--- config.mk ---
export PLATFORM = sky130hd
export DESIGN_NAME = spec_fault_tracker
export DESIGN_NICKNAME = d
export VERILOG_FILES = /design/src/rtl/stf_pkg.sv /design/src/rtl/stf_poison_file.sv /design/src/rtl/stf_fault_report.sv /design/src/rtl/spec_fault_tracker.sv
export SDC_FILE = /design/constraint.sdc
export NUM_CORES = 1
export LEC_CHECK = 0
export ABC_AREA = 1
export BUFFER_PORTS_ARGS = -buffer_cell sky130_fd_sc_hd__buf_2
export CAP_MARGIN = 20
export CELL_PAD_IN_SITES_DETAIL_PLACEMENT = 2
export CELL_PAD_IN_SITES_GLOBAL_PLACEMENT = 2
export CORE_ASPECT_RATIO = 0.9
export CORE_MARGIN = 8
export CORE_UTILIZATION = 30
export CTS_CLUSTER_DIAMETER = 50
export CTS_CLUSTER_SIZE = 14
export DETAILED_ROUTE_END_ITERATION = 12
export GPL_TIMING_DRIVEN = 0
export PLACE_DENSITY = 0.82
export SYNTH_ARGS = -nofsm -noshare
export SYNTH_HDL_FRONTEND = slang
export SYNTH_SLANG_ARGS = --single-unit
--- constraint.sdc ---
create_clock -name clk -period 4.84 [get_ports clk]
set_input_delay 0 -clock clk [delete_from_list [all_inputs] [get_ports clk]]
set_output_delay 0 -clock clk [all_outputs]
set_load 0.01 [all_outputs]
--- src/rtl/stf_pkg.sv ---
package stf_pkg;

   // Source chosen for one poison entry in a cycle, highest priority first.
   typedef enum logic [1:0] {
      UPD_NONE  = 2'd0,
      UPD_LOAD  = 2'd1,
      UPD_ALU   = 2'd2,
      UPD_WRITE = 2'd3
   } upd_sel_e;

   // A deferred or immediate fault event, registered before leaving the block.
   typedef struct packed {
      logic       hit;
      logic [7:0] idx;
   } fault_evt_t;

   function automatic upd_sel_e pick_update(input logic ld_hit,
                                            input logic alu_hit,
                                            input logic wr_hit);
      upd_sel_e s;
      if (ld_hit)       s = UPD_LOAD;
      else if (alu_hit) s = UPD_ALU;
      else if (wr_hit)  s = UPD_WRITE;
      else              s = UPD_NONE;
      return s;
   endfunction

endpackage

--- src/rtl/stf_poison_file.sv ---
module stf_poison_file
   import stf_pkg::*;
#(
   parameter int NUM_REGS = 128,
   parameter int IDX_W    = $clog2(NUM_REGS)
) (
   input  logic             clk,
   input  logic             rst_n,
   input  logic             ld_upd_v,
   input  logic [IDX_W-1:0] ld_upd_dst,
   input  logic             ld_upd_val,
   input  logic             alu_v,
   input  logic [IDX_W-1:0] alu_a,
   input  logic [IDX_W-1:0] alu_b,
   input  logic [IDX_W-1:0] alu_dst,
   input  logic             wr_v,
   input  logic [IDX_W-1:0] wr_dst,
   input  logic [IDX_W-1:0] chk_reg,
   output logic             chk_poison
);

   localparam int LAST = NUM_REGS - 1;

   generate
      if (NUM_REGS < 2) begin : g_bad_depth
         $error("stf_poison_file: NUM_REGS must be at least 2");
      end
      if ((1 << IDX_W) < NUM_REGS) begin : g_bad_width
         $error("stf_poison_file: IDX_W too narrow for NUM_REGS");
      end
   endgenerate

   logic [LAST:0] bits;
   logic          alu_poison;

   // Reads see the state held before this cycle's updates.
   assign alu_poison = bits[alu_a] | bits[alu_b];
   assign chk_poison = bits[chk_reg];

   generate
      for (genvar i = 0; i < NUM_REGS; i++) begin : g_entry
         logic     ld_hit;
         logic     alu_hit;
         logic     wr_hit;
         upd_sel_e sel;

         assign ld_hit  = ld_upd_v && (ld_upd_dst == IDX_W'(i));
         assign alu_hit = alu_v    && (alu_dst    == IDX_W'(i));
         assign wr_hit  = wr_v     && (wr_dst     == IDX_W'(i));

         always_comb sel = pick_update(ld_hit, alu_hit, wr_hit);

         always_ff @(posedge clk) begin
            if (!rst_n) begin
               bits[i] <= 1'b0;
            end else begin
               unique case (sel)
                  UPD_LOAD:  bits[i] <= ld_upd_val;
                  UPD_ALU:   bits[i] <= alu_poison;
                  UPD_WRITE: bits[i] <= 1'b0;
                  default:   bits[i] <= bits[i];
               endcase
            end
         end
      end
   endgenerate

   AST_RESET_CLEAN: assert property (@(posedge clk) $rose(rst_n) |-> (bits == '0));

   AST_LOAD_SETS: assert property (@(posedge clk) disable iff (!rst_n)
      (ld_upd_v && ld_upd_val) |=> bits[$past(ld_upd_dst)]);

   AST_LOAD_CLEARS: assert property (@(posedge clk) disable iff (!rst_n)
      (ld_upd_v && !ld_upd_val) |=> !bits[$past(ld_upd_dst)]);

   AST_WRITE_CLEARS: assert property (@(posedge clk) disable iff (!rst_n)
      (wr_v && !ld_upd_v && !alu_v) |=> !bits[$past(wr_dst)]);

   AST_ALU_PROPAGATES: assert property (@(posedge clk) disable iff (!rst_n)
      (alu_v && !ld_upd_v && (bits[alu_a] || bits[alu_b])) |=> bits[$past(alu_dst)]);

   AST_ALU_LOSES_TO_LOAD: assert property (@(posedge clk) disable iff (!rst_n)
      (alu_v && ld_upd_v && (alu_dst == ld_upd_dst)) |=>
         (bits[$past(alu_dst)] == $past(ld_upd_val)));

endmodule

--- src/rtl/stf_fault_report.sv ---
module stf_fault_report
   import stf_pkg::*;
#(
   parameter int IDX_W = 7
) (
   input  logic             clk,
   input  logic             rst_n,
   input  logic             chk_v,
   input  logic             chk_poison,
   input  logic [IDX_W-1:0] chk_reg,
   input  logic             ld_trap_v,
   input  logic [IDX_W-1:0] ld_trap_dst,
   output logic             spec_exc,
   output logic [IDX_W-1:0] spec_exc_reg,
   output logic             load_exc,
   output logic [IDX_W-1:0] load_exc_reg
);

   generate
      if (IDX_W < 1 || IDX_W > 8) begin : g_bad_idx
         $error("stf_fault_report: IDX_W must be 1..8");
      end
   endgenerate

   fault_evt_t spec_q, load_q;
   fault_evt_t spec_d, load_d;

   always_comb begin
      spec_d     = '0;
      spec_d.hit = chk_v && chk_poison;
      spec_d.idx = 8'(chk_reg);
      load_d     = '0;
      load_d.hit = ld_trap_v;
      load_d.idx = 8'(ld_trap_dst);
   end

   always_ff @(posedge clk) begin
      if (!rst_n) begin
         spec_q <= '0;
         load_q <= '0;
      end else begin
         spec_q <= spec_d;
         load_q <= load_d;
      end
   end

   assign spec_exc     = spec_q.hit;
   assign spec_exc_reg = spec_q.idx[IDX_W-1:0];
   assign load_exc     = load_q.hit;
   assign load_exc_reg = load_q.idx[IDX_W-1:0];

   AST_CHECK_RAISES: assert property (@(posedge clk) disable iff (!rst_n)
      (chk_v && chk_poison) |=> (spec_exc && spec_exc_reg == $past(chk_reg)));

   AST_CLEAN_CHECK_QUIET: assert property (@(posedge clk) disable iff (!rst_n)
      (chk_v && !chk_poison) |=> !spec_exc);

   AST_TRAP_RAISES: assert property (@(posedge clk) disable iff (!rst_n)
      ld_trap_v |=> (load_exc && load_exc_reg == $past(ld_trap_dst)));

   AST_BOTH_REPORTED: assert property (@(posedge clk) disable iff (!rst_n)
      (ld_trap_v && chk_v && chk_poison) |=> (spec_exc && load_exc));

endmodule

--- src/rtl/spec_fault_tracker.sv ---
module spec_fault_tracker
   import stf_pkg::*;
#(
   parameter int NUM_REGS = 128,
   parameter int IDX_W    = $clog2(NUM_REGS)
) (
   input  logic             clk,
   input  logic             rst_n,
   input  logic             ld_valid,
   input  logic             ld_spec,
   input  logic             ld_fault,
   input  logic [IDX_W-1:0] ld_dst,
   input  logic             alu_valid,
   input  logic [IDX_W-1:0] alu_src_a,
   input  logic [IDX_W-1:0] alu_src_b,
   input  logic [IDX_W-1:0] alu_dst,
   input  logic             wr_valid,
   input  logic [IDX_W-1:0] wr_dst,
   input  logic             chk_valid,
   input  logic [IDX_W-1:0] chk_reg,
   output logic             spec_exc,
   output logic [IDX_W-1:0] spec_exc_reg,
   output logic             load_exc,
   output logic [IDX_W-1:0] load_exc_reg
);

   logic ld_upd_v;
   logic ld_upd_val;
   logic ld_trap_v;
   logic chk_poison;

   // Speculative loads always write the bit (fault -> poison, success -> clear).
   // Ordinary loads clear it on success and trap, leaving it untouched, on fault.
   assign ld_upd_v   = ld_valid && (ld_spec || !ld_fault);
   assign ld_upd_val = ld_spec && ld_fault;
   assign ld_trap_v  = ld_valid && !ld_spec && ld_fault;

   stf_poison_file #(
      .NUM_REGS (NUM_REGS),
      .IDX_W    (IDX_W)
   ) u_poison (
      .clk        (clk),
      .rst_n      (rst_n),
      .ld_upd_v   (ld_upd_v),
      .ld_upd_dst (ld_dst),
      .ld_upd_val (ld_upd_val),
      .alu_v      (alu_valid),
      .alu_a      (alu_src_a),
      .alu_b      (alu_src_b),
      .alu_dst    (alu_dst),
      .wr_v       (wr_valid),
      .wr_dst     (wr_dst),
      .chk_reg    (chk_reg),
      .chk_poison (chk_poison)
   );

   stf_fault_report #(
      .IDX_W (IDX_W)
   ) u_report (
      .clk          (clk),
      .rst_n        (rst_n),
      .chk_v        (chk_valid),
      .chk_poison   (chk_poison),
      .chk_reg      (chk_reg),
      .ld_trap_v    (ld_trap_v),
      .ld_trap_dst  (ld_dst),
      .spec_exc     (spec_exc),
      .spec_exc_reg (spec_exc_reg),
      .load_exc     (load_exc),
      .load_exc_reg (load_exc_reg)
   );

   AST_SPEC_LOAD_SILENT: assert property (@(posedge clk) disable iff (!rst_n)
      (ld_valid && ld_spec && !chk_valid) |=> (!spec_exc && !load_exc));

   AST_NO_CHECK_NO_EXC: assert property (@(posedge clk) disable iff (!rst_n)
      !chk_valid |=> !spec_exc);

endmodule

# Yosys cells after proc, flatten, opt, wreduce, memory -nomap -nowiden
# Cells that the tools add are included.
# W data, S select, Z words.
# classes
magnitude_cmp	3
eq_ne	765
mux	518
n_bitwise	1
reduce_logical	523
# op_table
cell	count
$eq A7 B7 Y1 const B	192
$mux W2	384
$eq A7 B6 Y1 const B	96
$eq A2 B2 Y1 const B	256
$logic_and A1 B1 Y1	389
$pmux W1 S3	128
$reduce_bool A3 Y1	128
$eq A7 B5 Y1 const B	48
$eq A2 B1 Y1 const B	128
$eq A7 B4 Y1 const B	24
$eq A7 B3 Y1 const B	12
$eq A7 B2 Y1 const B	6
$lt A7 B8 Y1 const B	3
$bmux W1 S7	3
$eq A7 B1 Y1 const B	3
$logic_not A7 Y1	3
$mux W1	3
$logic_not A1 Y1	2
$logic_or A1 B1 Y1	1
$or A1 B1 Y1	1
# word_totals
reg_bits	144
output_inout_bits	16
word_cells	1942

# Logic depth before layout (Yosys ltp)
# Gate-level depths: netlist of run 1.
# depth
depth_word	7
depth_mapped	16

# Cells and area by module
# A second synthesis of run 1 with hierarchy kept.
# hier_totals
cells_unflattened	2703
hier_area_um2	14281.2
# modules_own_cells
mod	instances	cells_per_inst	area_per_inst_um2
stf_poison_file	1	2645	13765.7
stf_fault_report	1	51	488.0
spec_fault_tracker	1	7	27.5

# Worst setup path after synthesis of run 1
# OpenSTA, ideal clock, no wires.
# synth_path
path_kind	input to register
from	input port alu_src_b[1]
to	register u_poison.bits[7]
setup_time_ns	0.124
t_arrival_ns	1.392
t_required_ns	4.716
path_slack_ns	3.325
path_stages	15
path_buffers	4
cell_sequence	buf_2 > clkbuf_1 > nand3_1 > nand3_1 > nand3_1 > nand3_1 > nand2_1 > nand2_1 > nand3_1 > nand2_1 > nand2_2 > buf_8 > buf_6 > nand2_1 > a21oi_1
# synth_via
elab_chain_len	4
# synth_lines
item	line_no	text
start: declaration	spec_fault_tracker.sv:15	input logic [IDX_W-1:0] alu_src_b,
$bmux W1 S7	stf_poison_file.sv:37	assign alu_poison = bits[alu_a] | bits[alu_b];
$mux W1 (not written as such)	stf_poison_file.sv:37	
$or A1 B1 Y1	stf_poison_file.sv:37	
$pmux W1 S3	stf_poison_file.sv:57	unique case (sel)
end signal: indexed assignment	stf_poison_file.sv:58	UPD_LOAD: bits[i] <= ld_upd_val;
end signal: indexed assignment	stf_poison_file.sv:59	UPD_ALU: bits[i] <= alu_poison;
end signal: indexed assignment	stf_poison_file.sv:61	default: bits[i] <= bits[i];
end: declaration	stf_poison_file.sv:33	logic [LAST:0] bits;
# Every way passes these cells. The select of a mux whose other input is x is not followed.
# A chain may end at the register's enable or synchronous reset.

# Worst setup path in the final report of run 1
# layout_path
from	input port chk_reg[1]
to	register u_report.spec_q, in the netlist u_report.spec_exc
# layout_via
elab_chain_len	3
# layout_lines
item	line_no	text
start: declaration	spec_fault_tracker.sv:20	input logic [IDX_W-1:0] chk_reg,
$bmux W1 S7	stf_poison_file.sv:38	assign chk_poison = bits[chk_reg];
$mux W1 (not written as such)	stf_poison_file.sv:38	
$logic_and A1 B1 Y1	stf_fault_report.sv:30	spec_d.hit = chk_v && chk_poison;
end signal: assignment	stf_fault_report.sv:42	spec_q <= spec_d;
end: declaration	stf_fault_report.sv:25	fault_evt_t spec_q, load_q;
# Every way passes these cells. The select of a mux whose other input is x is not followed.

==> results.md, run 1 <==
## GRT
• **number of antenna violations at the first check in global routing** 8
• **first-pass GRT wire length** 152.8 mm
• **maximum number of pins on one net before global-route repair** 17
• **GRT Util Overall** 38.11%
• **via count of the first global-routing pass** 21950
• **total grt overflow** 0

## Die
• **initial standard-cell utilization of the core** 30.12%
• **I/O pins** 66
• **die extent in y** 223.3 um
• **full die area** 0.05500 mm^2
• **Chip Width** 246.3 um
• **Core Box Area** 0.04755 mm^2
• **Placement Rows** 76

## Route
• **routed wire length per instance** 32.22 um
• **met3 routed WL** 12.24 mm
• **DR top layer** met5
• **Met1 Routed Length** 42.86 mm
• **detailed-route via count** 21580
• **DRT Wirelength** 109.2 mm
• **Remaining DRCs** 0
• **drt via density** 6.365
• **final antenna-violating net count** 0
• **number of iterations in the first detailed-routing pass** 6
• **routed wire length on met2** 44.97 mm
• **drt initial violations** 2530

## STA
• **aggregate negative setup slack** 0 ns
• **Worst Hold Margin** 0.05821 ns
• **Max transition margin** 12.92%
• **setup violators final** 0
• **worst clock skew** 0.01520 ns
• **maximum frequency from static timing analysis** 301.9 MHz
• **Least-Margin Pin Slew** 1.306 ns
• **hold violation total from the final report** 0
• **final worst slack** 1.527 ns
• **Tmin final** 3.313 ns
• **final cycle utilization of the critical path** 68.45%
• **Max Transition Viols Final** 0
• **unrepaired setup endpoints after global routing** no

## Cells and area
• **fin nets** 2802
• **non-filler cells in the finished layout** 3390
• **signed area change from the synthesized netlist to the final layout** 13.54%
• **share of post-route cells with drive strength above 1** 5.678%
• **Filler Cell Count** 6214
• **Multi-input gate area** 0.009433 mm^2
• **Sequential Area** 0.002883 mm^2
• **max reg flops** 128

## Pwr
• **Cell Pwr Density** 234.1 mW/mm^2
• **leakage power** 6.816 nW
• **overall power after layout** 0.003807 W
• **worst supply voltage drop on vdd** 0.0002865 V

## Hold path
• **hold path endpoint** u_report.spec_exc_reg[3]$_SDFF_PN0_
• **Min-Delay Path Class** in -> reg
• **number of cells on the worst hold path** 3
• **launch point of the worst hold path** chk_reg[3]

## Critical path
• **Crit path required time** 5.26 ns
• **kind of critical path** in -> reg
• **CP Cell Sequence** clkbuf_1 > clkbuf_1 > o21ai_0 > o22ai_1 > nand2_1 > nand3_1 > nand2_1 > nand2_1 > nand3b_1 > nand3_1 > nand3_1 > dlygate4sd3_1 > a21oi_1 > dlygate4sd3_1
• **flop-to-flop setup slack** 1.55 ns
• **maximum fanout along the worst path** 10
• **path length in cells of the critical path** 14
• **critical path capture point type** flop
• **cell count of the worst reg-to-reg path** 12
• **Setup crit start kind** input port
• **Buffers & Inverters on Critical Path** 4
• **data arrival time of the worst path** 3.74 ns
• **kind of cell adding the most delay to the critical path** buffers and inverters
• **largest incremental delay on the critical path** 0.60 ns
• **endpoint of the lowest-slack register-to-register path** u_report.spec_exc$_SDFF_PN0_
• **source of the worst register-to-register timing path** u_poison.bits[106]$_SDFFE_PN0P_
• **worst-path cell with the longest stage delay** sky130_fd_sc_hd__dlygate4sd3_1

## Place
• **pre-CTS setup slack** 1.592 ns
• **HPWL reported at the end of detailed placement** 81.63 mm
• **placed cell count** 3340
• **Port Buffer Count** 54
• **GP Congestion** 1.047

## Synth
• **post-synth cell types** 29
• **Yosys top cell area share** 20.13%
• **yosys synthesis warning count** 0
• **post-synthesis average cell area** 5.388 um^2
• **Synthesized Nets** 2708
• **number of cells produced by synthesis** 2658
• **leading post-synthesis cells by cell area** sky130_fd_sc_hd__dfxtp_1 20%, sky130_fd_sc_hd__nand2_1 16%, sky130_fd_sc_hd__nor2_1 12%
• **cell area after technology mapping** 0.01432 mm^2
• **Yosys top cell by area** sky130_fd_sc_hd__dfxtp_1
• **portion of the post-synthesis area used by sequential elements** 20.13%
• **total of flip-flops plus latches after synthesis** 144

## Clocking
• **cells resized by post-CTS repair** 0
• **Num CTS Buffers** 17
• **root cell of the clock tree** sky130_fd_sc_hd__clkbuf_16
• **Reg clk slew, reported paths** 0.07 ns
• **Sinks on Clock Net** 144
• **post-CTS setup buffers** 0
• **Max H-tree Level** 4
• **maximum clock insertion buffer count** 2
• **clock insertion delay at the later pin of the skew report** 0.49 ns
• **clock tree from TritonCTS** built

## Status
• **run status** finished, final reports clean

## Flow run
• **number of max-capacitance violations reported** 0

## cell usage in the layout, fill, tap and decap left out
cell and count:
sky130_fd_sc_hd__inv_1 305, sky130_fd_sc_hd__nor3_1 41, sky130_fd_sc_hd__clkbuf_16 17, sky130_fd_sc_hd__nand3b_1 44
sky130_fd_sc_hd__buf_6 29, sky130_fd_sc_hd__inv_2 2, sky130_fd_sc_hd__nand3_1 255, sky130_fd_sc_hd__a21boi_0 1
sky130_fd_sc_hd__nand2_1 608, sky130_fd_sc_hd__a21oi_1 222, sky130_fd_sc_hd__clkinv_4 2, sky130_fd_sc_hd__o21a_1 65
sky130_fd_sc_hd__a31o_2 1, sky130_fd_sc_hd__nor2_2 2, sky130_fd_sc_hd__clkinvlp_4 4, sky130_fd_sc_hd__clkbuf_1 81
sky130_fd_sc_hd__o22ai_1 30, sky130_fd_sc_hd__diode_2 1, sky130_fd_sc_hd__o21ai_0 224, sky130_fd_sc_hd__nor2_1 447
sky130_fd_sc_hd__nand2_2 1, sky130_fd_sc_hd__buf_2 85, sky130_fd_sc_hd__a31oi_1 41, sky130_fd_sc_hd__o211ai_1 40
sky130_fd_sc_hd__o21ai_1 2, sky130_fd_sc_hd__buf_1 3, sky130_fd_sc_hd__inv_6 4, sky130_fd_sc_hd__clkinv_1 20
sky130_fd_sc_hd__buf_8 3, sky130_fd_sc_hd__dfxtp_1 144, sky130_fd_sc_hd__buf_4 2, sky130_fd_sc_hd__o31ai_1 14
sky130_fd_sc_hd__dlygate4sd3_1 15, sky130_fd_sc_hd__o32ai_1 1, sky130_fd_sc_hd__bufinv_16 5, sky130_fd_sc_hd__a22oi_1 5
## how the worst max path moves through the flow
stage | to | startpoint
4_1_cts | u_report.spec_exc$_SDFF_PN0_ | u_poison.bits[106]$_SDFFE_PN0P_
6_report | u_report.spec_exc$_SDFF_PN0_ | chk_reg[1]
3_5_place_dp | u_poison.bits[110]$_SDFFE_PN0P_ | wr_dst[4]
5_1_grt | u_report.spec_exc$_SDFF_PN0_ | chk_reg[1]
2_1_floorplan | u_poison.bits[7]$_SDFFE_PN0P_ | alu_src_b[1]
3_3_place_gp | u_poison.bits[110]$_SDFFE_PN0P_ | wr_dst[4]
## timing repair
item	in CTS	in global routing
hold buffers	15	0
endpoints found under the hold margin	12	0
endpoints found under the setup margin	0	0
## synthesized netlist by cell type
master                     number
sky130_fd_sc_hd__nand2_1      608
sky130_fd_sc_hd__nor2_1       448
sky130_fd_sc_hd__inv_1        305
sky130_fd_sc_hd__nand3_1      255
sky130_fd_sc_hd__o21ai_0      224
sky130_fd_sc_hd__a21oi_1      222
sky130_fd_sc_hd__dfxtp_1      144
sky130_fd_sc_hd__clkbuf_1      81
sky130_fd_sc_hd__o21a_1        65
sky130_fd_sc_hd__nand3b_1      44
sky130_fd_sc_hd__a31oi_1       41
sky130_fd_sc_hd__nor3_1        41
sky130_fd_sc_hd__o211ai_1      40
sky130_fd_sc_hd__buf_2         31
sky130_fd_sc_hd__o22ai_1       30
sky130_fd_sc_hd__buf_6         25
sky130_fd_sc_hd__clkinv_1      20
sky130_fd_sc_hd__o31ai_1       14
sky130_fd_sc_hd__a22oi_1        5
sky130_fd_sc_hd__buf_1          3
sky130_fd_sc_hd__buf_4          2
sky130_fd_sc_hd__inv_2          2
sky130_fd_sc_hd__o21ai_1        2
sky130_fd_sc_hd__a21boi_0       1
sky130_fd_sc_hd__a31o_2         1
sky130_fd_sc_hd__buf_8          1
sky130_fd_sc_hd__nand2_2        1
sky130_fd_sc_hd__nor2_2         1
sky130_fd_sc_hd__o32ai_1        1
## metal layers
metal  track usage, %  vias up
met3            10.32      468
met1            47.90    10750
li1                 -     8889
met4            25.56        4
met5                0        -
met2            56.28     1470
## power breakdown
group | leakage (nW) | internal [W] | switching (W)
Clock | 0.307 | 0.000923 | 0.000696
Combinational | 5.34 | 0.000220 | 0.000733
Sequential | 1.17 | 0.00120 | 0.0000317
Total | 6.82 | 0.00235 | 0.00146
## stage by stage
step,util (%),area [um^2]
2_1_floorplan,-,14320
3_3_place_gp,32.33,15370
3_5_place_dp,32.44,15420
4_1_cts,34.14,16230
5_1_grt,34.20,16260
6_report,34.20,16260
## worst min-delay path, stage by stage
cell and delay (ns):
sky130_fd_sc_hd__clkbuf_1 0.29, sky130_fd_sc_hd__nand2_1 0.16, sky130_fd_sc_hd__inv_1 0.05
## logic make-up after synthesis
group                  synth area share, %
buffers and inverters                14.03
AND/OR/NAND/NOR                      40.41
flip-flops                           20.13
AO/OA/AOI/OAI                        25.43
## cell type report
| type | instances | share of cell area [%] |
|---|---|---|
| diodes | 1 | 0.01539 |
| plain buffers | 143 | 4.809 |
| clock buffers | 17 | 2.616 |
| clock inverters | 15 | 1.431 |
| inverters | 327 | 7.548 |
| multi-input cells | 2044 | 58.01 |
| flip-flops and latches | 144 | 17.73 |
| well taps | 624 | 4.801 |
| repair buffers | 75 | 3.047 |
Note: power is estimated with default switching activity, not from simulation.
==> run 2: changes to the inputs <==
--- a/config.mk
+++ b/config.mk
@@ -5,7 +5,7 @@
 export SDC_FILE = /design/constraint.sdc
 export NUM_CORES = 1
 export LEC_CHECK = 0
-export ABC_AREA = 1
+export ABC_AREA = 0
 export BUFFER_PORTS_ARGS = -buffer_cell sky130_fd_sc_hd__buf_2
 export CAP_MARGIN = 20
 export CELL_PAD_IN_SITES_DETAIL_PLACEMENT = 2
@@ -17,7 +17,7 @@
 export CTS_CLUSTER_SIZE = 14
 export DETAILED_ROUTE_END_ITERATION = 12
 export GPL_TIMING_DRIVEN = 0
-export PLACE_DENSITY = 0.82
+export PLACE_DENSITY = 0.72
 export SYNTH_ARGS = -nofsm -noshare
 export SYNTH_HDL_FRONTEND = slang
 export SYNTH_SLANG_ARGS = --single-unit
==> constraint.sdc (replaced) <==
create_clock -name clk -period 3.14 [get_ports clk]
set_input_delay 0 -clock clk [delete_from_list [all_inputs] [get_ports clk]]
set_output_delay 0 -clock clk [all_outputs]
set_load 0.01 [all_outputs]
==> results.md, run 2 <==
## Pwr
• **leakage power** 4.470 nW, -34%
• **sequential cell fraction of total power** 35.4%, +3.0 points
• **reported net switching power** 0.001854 W, +27%
• **worst supply voltage drop on vdd** 0.0003261 V, +14%
• **combinational group share of total power** 19.9%, -5.1 points
• **Cell Pwr Density** 380.9 mW/mm^2, +63%
• **sw frac** 34.82%, -3.6 points
• **internal power** 0.003470 W, +48%
• **part of the power in the clock network** 44.7%, +2.2 points

## Route
• **drt via density** 7.480, +18%
• **Remaining DRCs** 0, unchanged
• **drt initial violations** 2448, -3.2%
• **final antenna-violating net count** 0, unchanged
• **routed wire length per instance** 42.28 um, +31%
• **number of iterations in the first detailed-routing pass** 6, unchanged
• **DRT Wirelength** 86.84 mm, -20%
• **detailed-route via count** 15360, -29%

## Critical path
• **data arrival time of the worst path** 3.59 ns, -0.15 ns
• **Setup crit start kind** flop
• **launch point of the worst path** u_poison.bits[31]$_SDFFE_PN0P_
• **kind of critical path** reg -> reg
• **source of the worst register-to-register timing path** u_poison.bits[31]$_SDFFE_PN0P_
• **maximum fanout along the worst path** 10, unchanged
• **critical path capture point type** flop
• **Crit path required time** 3.50 ns, -1.76 ns

## STA
• **setup violators final** 14, +14
• **Max transition margin** 13.51%, +0.60 points
• **Worst Hold Margin** 0.09257 ns, +0.03437 ns
• **maximum frequency from static timing analysis** 309.0 MHz
• **hold violation total from the final report** 0, unchanged
• **Least-Margin Pin Slew** 1.297 ns, -0.008936 ns
• **final worst slack** -0.09650 ns, -1.624 ns
• **Max Transition Viols Final** 0, unchanged
• **final cycle utilization of the critical path** 103.1%
• **worst clock skew** 0.01454 ns, -0.0006568 ns
• **Tmin final** 3.237 ns
• **unrepaired setup endpoints after global routing** no

## Synth
• **Yosys top cell area share** 24.36%, +4.2 points
• **Synthesized Nets** 1442, -47%
• **cell area after technology mapping** 0.01183 mm^2, -17%
• **leading post-synthesis cells by cell area** sky130_fd_sc_hd__dfxtp_1 24%, sky130_fd_sc_hd__mux4_2 19%, sky130_fd_sc_hd__o2111ai_1 9.5%
• **post-synthesis average cell area** 8.500 um^2, +58%
• **total of flip-flops plus latches after synthesis** 144, unchanged
• **Synth async-reset ratio** 0%, unchanged
• **number of cells produced by synthesis** 1392, -48%
• **post-synth cell types** 42, +45%
• **yosys synthesis warning count** 0, unchanged
• **portion of the post-synthesis area used by sequential elements** 24.36%, +4.2 points
• **Yosys top cell by area** sky130_fd_sc_hd__dfxtp_1
• **main flop type after synthesis** sky130_fd_sc_hd__dfxtp_1
• **dominant cell by count in the synthesized netlist** sky130_fd_sc_hd__nor2_1
• **EDFF count, synth** 0, unchanged
• **top cells by instance count after synthesis** 161 x sky130_fd_sc_hd__nor2_1, 150 x sky130_fd_sc_hd__nand2_1, 144 x sky130_fd_sc_hd__dfxtp_1

## Clocking
• **Reg clk slew, reported paths** 0.07 ns, about the same
• **maximum clock insertion buffer count** 2, unchanged
• **root cell of the clock tree** sky130_fd_sc_hd__clkbuf_16
• **Num CTS Buffers** 17, unchanged
• **clock insertion delay at the later pin of the skew report** 0.49 ns, about the same
• **clock tree from TritonCTS** built
• **Max H-tree Level** 4, unchanged
• **Sinks on Clock Net** 144, unchanged

## GRT
• **Top Usage Layer GRT** met2
• **total grt overflow** 0, unchanged
• **maximum number of pins on one net before global-route repair** 17, unchanged
• **first-pass GRT wire length** 120.2 mm, -21%
• **global routing met3 resource utilization** 14.63%, +4.3 points
• **number of antenna violations at the first check in global routing** 1, -7
• **met2 demand-to-capacity share in global routing** 51.97%, -4.3 points
• **GR Util met1** 46.96%, -0.94 points
• **GRT Util Overall** 37.03%, -1.1 points
• **via count of the first global-routing pass** 15310, -30%

## Cells and area
• **signed area change from the synthesized netlist to the final layout** 18.11%
• **commonest non-fill, non-tap cell in the layout** sky130_fd_sc_hd__nor2_1
• **share of post-route cells with drive strength above 1** 19.46%, +14 points
• **commonest cells after routing, fill and taps aside** 160 x sky130_fd_sc_hd__nor2_1, 150 x sky130_fd_sc_hd__nand2_1, 144 x sky130_fd_sc_hd__dfxtp_1
• **fin nets** 1558, -44%
• **post-layout util** 35.66%, +1.5 points
• **non-filler cells in the finished layout** 2054, -39%
• **summed area of non-filler cells in the final layout** 0.01398 mm^2, -14%
• **max reg flops** 128, unchanged

## Place
• **HPWL reported at the end of detailed placement** 64.78 mm, -21%
• **Port Buffer Count** 51, -5.6%
• **placed cell area** 0.01315 mm^2, -15%
• **pre-CTS setup slack** -0.2694 ns, -1.861 ns
• **GP Congestion** 1.027, -1.9%
• **placed cell count** 2004, -40%

## Status
• **violated checks** negative setup slack
• **run status** finished, violations left

## Die
• **die extent in y** 204.4 um, -8.5%
• **Core Box Area** 0.03920 mm^2, -18%
• **Placement Rows** 69, -9.2%
• **Chip Width** 225.3 um, -8.5%
• **full die area** 0.04606 mm^2, -16%
• **I/O pins** 66, unchanged
• **initial standard-cell utilization of the core** 30.19%, +0.065 points

## Hold path
• **launch point of the worst hold path** ld_spec
• **Min-Delay Path Class** in -> reg

## Flow run
• **number of max-capacitance violations reported** 0, unchanged

==> run 2: cell types whose count changed in the layout (fill, tap and decap cells not counted), sizes merged, moves of 31 or more <==
cell	delta
nand2	-459
a22oi	+107
o211ai	-39
clkbuf	+31
nand3	-140
o21a	-64
mux4	+103
a21oi	-187
inv	-308
o2111ai	+129
nand3b	-43
nor2	-288
o21ai	-225
a31oi	+64
==> run 2: path summary, 6_finish.rpt <==
kind	to	slack, ns	cells after the start
worst min register to register	u_poison.bits[23]$_SDFFE_PN0P_	0.53	2
worst max register to register	u_poison.bits[94]$_SDFFE_PN0P_	-0.1	9
worst max-delay path	u_poison.bits[94]$_SDFFE_PN0P_	-0.1	9
worst min-delay path	u_poison.bits[79]$_SDFFE_PN0P_	0.09	5
==> run 2: routing by layer <==
metal	wire length, um	vias up
met1	32870	7815
met5	195	-
met2	35020	1363
li1	-	5803
met4	6169	6
met3	12590	376
==> run 2: cell type report <==
type	instances	area [um^2]
fillers	4459	25220
multi-input cells	1081	8294
flip-flops and latches	144	2883
plain buffers	165	782.0
repair buffers	97	711.9
well taps	532	665.6
clock buffers	19	442.9
clock inverters	13	186.4
inverters	2	7.507
diodes	1	2.502
==> run 2: power groups by stage <==
stage | Combinational, W | Sequential (W) | Clock, W
finish | 0.00106 | 0.00188 | 0.00238
global route | 0.00106 | 0.00188 | 0.00243
CTS | 0.000996 | 0.00188 | 0.00235
detailed placement | 0.000977 | 0.00192 | 0
global placement | 0.000933 | 0.00192 | 0
floorplan | 0.000521 | 0.00191 | 0
==> run 2: metrics by stage <==
| step | TNS [ns] | power (W) |
|---|---|---|
| CTS | 0 | 0.005229 |
| global route | 0 | 0.005376 |
| finish | -0.6054 | 0.005324 |
| global placement | -3.108 | 0.002853 |
| floorplan | 0 | 0.002429 |
| detailed placement | -1.666 | 0.002899 |
==> run 2: cell families after synthesis <==
group	after synthesis	synth area share [%]
buf+inv	167	6.651
flops	144	24.36
simple gates	521	19.52
mux	135	22.48
compound gates	425	26.99
==> run 2: timing repair <==
action / 4_1_cts / 5_1_grt
setup endpoints to repair: 2 / 6
gates resized for setup: 2 / 4
hold endpoints to repair: 12 / 0
buffers inserted: 0 / 0
hold buffers: 13 / 0
cloned: 0 / 0
==> run 2: critical path, stage by stage (launching register included) <==
cell and delay, ns:
sky130_fd_sc_hd__dfxtp_1 0.47, sky130_fd_sc_hd__mux4_2 0.55, sky130_fd_sc_hd__mux4_2 0.49, sky130_fd_sc_hd__nand2b_1 0.16, sky130_fd_sc_hd__nand3_1 0.08, sky130_fd_sc_hd__nand4_1 0.27, sky130_fd_sc_hd__buf_2 0.33, sky130_fd_sc_hd__buf_2 0.26
sky130_fd_sc_hd__o2111ai_1 0.33, sky130_fd_sc_hd__a21oi_1 0.13
==> run 3: changes to the inputs <==
--- a/config.mk
+++ b/config.mk
@@ -18,6 +18,7 @@
 export DETAILED_ROUTE_END_ITERATION = 12
 export GPL_TIMING_DRIVEN = 0
 export PLACE_DENSITY = 0.72
+export SKIP_CTS_REPAIR_TIMING = 1
 export SYNTH_ARGS = -nofsm -noshare
 export SYNTH_HDL_FRONTEND = slang
 export SYNTH_SLANG_ARGS = --single-unit
==> constraint.sdc (replaced) <==
create_clock -name clk -period 3.14 [get_ports clk]
set_input_delay 0 -clock clk [delete_from_list [all_inputs] [get_ports clk]]
set_output_delay 0 -clock clk [all_outputs]
set_load 0.1 [all_outputs]
==> results.md, run 3 (same netlist as run 2, synthesis figures left out) <==
## STA
• **Max transition margin** 15.59%, +2.1 points
• **hold violation total from the final report** 3, +3
• **final worst slack** -0.07535 ns, +0.02115 ns
• **final cycle utilization of the critical path** 102.4%, -0.67 points
• **Least-Margin Pin Slew** 1.262 ns, -0.03582 ns
• **worst clock skew** 0.01582 ns, +0.001281 ns
• **aggregate negative setup slack** -0.3839 ns, +0.2214 ns
• **Max Transition Viols Final** 0, unchanged
• **setup violators final** 11, -3
• **Tmin final** 3.215 ns, -0.02115 ns
• **maximum frequency from static timing analysis** 311.0 MHz, +0.66%
• **unrepaired setup endpoints after global routing** yes
• **Worst Hold Margin** -0.01366 ns, -0.1062 ns

## Pwr
• **reported net switching power** 0.001921 W, +3.6%
• **Cell Pwr Density** 387.1 mW/mm^2, +1.6%
• **combinational group share of total power** 20.8%, +0.9 points
• **part of the power in the clock network** 44.2%, -0.5 points
• **worst supply voltage drop on vdd** 0.0003288 V, +0.81%
• **sequential cell fraction of total power** 35.0%, -0.4 points
• **leakage power** 4.441 nW, -0.65%
• **sw frac** 35.65%, +0.84 points
• **internal power** 0.003467 W, -0.10%

## Status
• **run status** finished, violations left
• **violated checks** negative hold slack, negative setup slack

## Clocking
• **maximum clock insertion buffer count** 2, unchanged
• **Max H-tree Level** 4, unchanged
• **clock tree from TritonCTS** built
• **Num CTS Buffers** 17, unchanged
• **Reg clk slew, reported paths** 0.07 ns, about the same
• **root cell of the clock tree** sky130_fd_sc_hd__clkbuf_16
• **clock insertion delay at the later pin of the skew report** 0.49 ns, about the same
• **Sinks on Clock Net** 144, unchanged

## Cells and area
• **commonest non-fill, non-tap cell in the layout** sky130_fd_sc_hd__nor2_1
• **non-filler cells in the finished layout** 2049, -0.24%
• **Filler Cell Count** 4454, -0.11%
• **signed area change from the synthesized netlist to the final layout** 17.64%
• **max reg flops** 128, unchanged
• **commonest cells after routing, fill and taps aside** 160 x sky130_fd_sc_hd__nor2_1, 150 x sky130_fd_sc_hd__nand2_1, 144 x sky130_fd_sc_hd__dfxtp_1
• **fin nets** 1552, -0.39%
• **share of post-route cells with drive strength above 1** 19.41%, -0.055 points

## Critical path
• **maximum fanout along the worst path** 10, unchanged
• **flop-to-flop setup slack** -0.08 ns, +0.02 ns
• **endpoint of the lowest-slack register-to-register path** u_poison.bits[71]$_SDFFE_PN0P_
• **Crit path required time** 3.50 ns, about the same
• **critical path capture point type** flop
• **data arrival time of the worst path** 3.58 ns, about the same
• **Setup crit start kind** flop
• **source of the worst register-to-register timing path** u_poison.bits[31]$_SDFFE_PN0P_
• **launch point of the worst path** u_poison.bits[31]$_SDFFE_PN0P_
• **cell count of the worst reg-to-reg path** 9, unchanged
• **kind of critical path** reg -> reg

## Hold path
• **Min-Delay Path Class** in -> reg
• **launch point of the worst hold path** ld_dst[3]
• **hold path endpoint** u_report.load_exc_reg[3]$_SDFF_PN0_
• **number of cells on the worst hold path** 2, -3

## GRT
• **via count of the first global-routing pass** 15210, -0.65%
• **total grt overflow** 0, unchanged
• **maximum number of pins on one net before global-route repair** 17, unchanged
• **number of antenna violations at the first check in global routing** 2, +1
• **first-pass GRT wire length** 119.1 mm, -0.95%
• **GRT Util Overall** 36.71%, -0.32 points

## Die
• **Core Box Area** 0.03920 mm^2, unchanged
• **initial standard-cell utilization of the core** 30.19%, unchanged
• **Placement Rows** 69, unchanged
• **die extent in y** 204.4 um, unchanged
• **Chip Width** 225.3 um, unchanged
• **I/O pins** 66, unchanged
• **full die area** 0.04606 mm^2, unchanged

## Flow run
• **number of max-capacitance violations reported** 0, unchanged

## Place
• **placed cell count** 2004, unchanged
• **Port Buffer Count** 51, unchanged
• **GP Congestion** 1.027, unchanged
• **HPWL reported at the end of detailed placement** 64.78 mm, unchanged

## Route
• **DRT Wirelength** 86.75 mm, -0.11%
• **number of iterations in the first detailed-routing pass** 6, unchanged
• **drt via density** 7.541, +0.82%
• **routed wire length per instance** 42.34 um, +0.14%
• **final antenna-violating net count** 0, unchanged
• **Remaining DRCs** 0, unchanged
• **drt initial violations** 2328, -4.9%
• **detailed-route via count** 15450, +0.58%

-- run 3: worst max path at each step --
| stage | endpoint | slack, ns |
|---|---|---|
| floorplan | u_report.spec_exc$_SDFF_PN0_ | 0.67 |
| global placement | u_poison.bits[100]$_SDFFE_PN0P_ | -0.25 |
| detailed placement | u_report.spec_exc$_SDFF_PN0_ | -0.27 |
| CTS | u_poison.bits[88]$_SDFFE_PN0P_ | -0.1 |
| global route | u_poison.bits[110]$_SDFFE_PN0P_ | -0.004 |
| finish | u_poison.bits[71]$_SDFFE_PN0P_ | -0.08 |
-- run 3: metal layers --
metal	track usage (%)	vias up	wire length, um
li1	-	5798	-
met1	46.14	7874	32530
met2	51.92	1434	35370
met3	15.54	344	13280
met4	21.29	2	5552
met5	0	-	13
-- run 3: area by class of cell --
class	count	area (um^2)	area share, %
Inverter	2	7.507	0.05393
Tap cell	532	665.6	4.782
Sequential cell	144	2883	20.71
Multi-Input combinational cell	1081	8294	59.59
Timing Repair Buffer	91	650.6	4.674
Clock buffer	19	442.9	3.182
Clock inverter	13	186.4	1.339
Antenna cell	2	5.005	0.03596
Buffer	165	784.5	5.636
-- run 3: per-stage QoR --
stage          worst slack, ns  util [%]  instance area (um^2)  power (W)
2_1_floorplan           0.6689         -                 11830   0.002496
3_3_place_gp           -0.2517     32.54                 12750   0.002920
3_5_place_dp           -0.2694     33.54                 13150   0.002966
4_1_cts               -0.09815     35.14                 13770   0.005283
5_1_grt              -0.004061     35.50                 13910   0.005434
6_report              -0.07535     35.51                 13920   0.005388
-- run 3: worst max-delay path, stage by stage (launching register included) --
cell and delay [ns]:
sky130_fd_sc_hd__dfxtp_1 0.48, sky130_fd_sc_hd__mux4_2 0.56, sky130_fd_sc_hd__mux4_2 0.50, sky130_fd_sc_hd__nand2b_1 0.16, sky130_fd_sc_hd__nand3_1 0.08, sky130_fd_sc_hd__nand4_1 0.26
sky130_fd_sc_hd__buf_4 0.33, sky130_fd_sc_hd__buf_2 0.22, sky130_fd_sc_hd__o2111ai_1 0.37, sky130_fd_sc_hd__a31oi_1 0.14
-- run 3: power by group through the flow --
stage	registers [W]	clock network [W]	logic [W]
after floorplan	0.00197	0	0.000521
after global placement	0.00192	0	0.00100
after detailed placement	0.00192	0	0.00104
after CTS	0.00188	0.00235	0.00105
after global routing	0.00188	0.00243	0.00112
final	0.00188	0.00238	0.00112
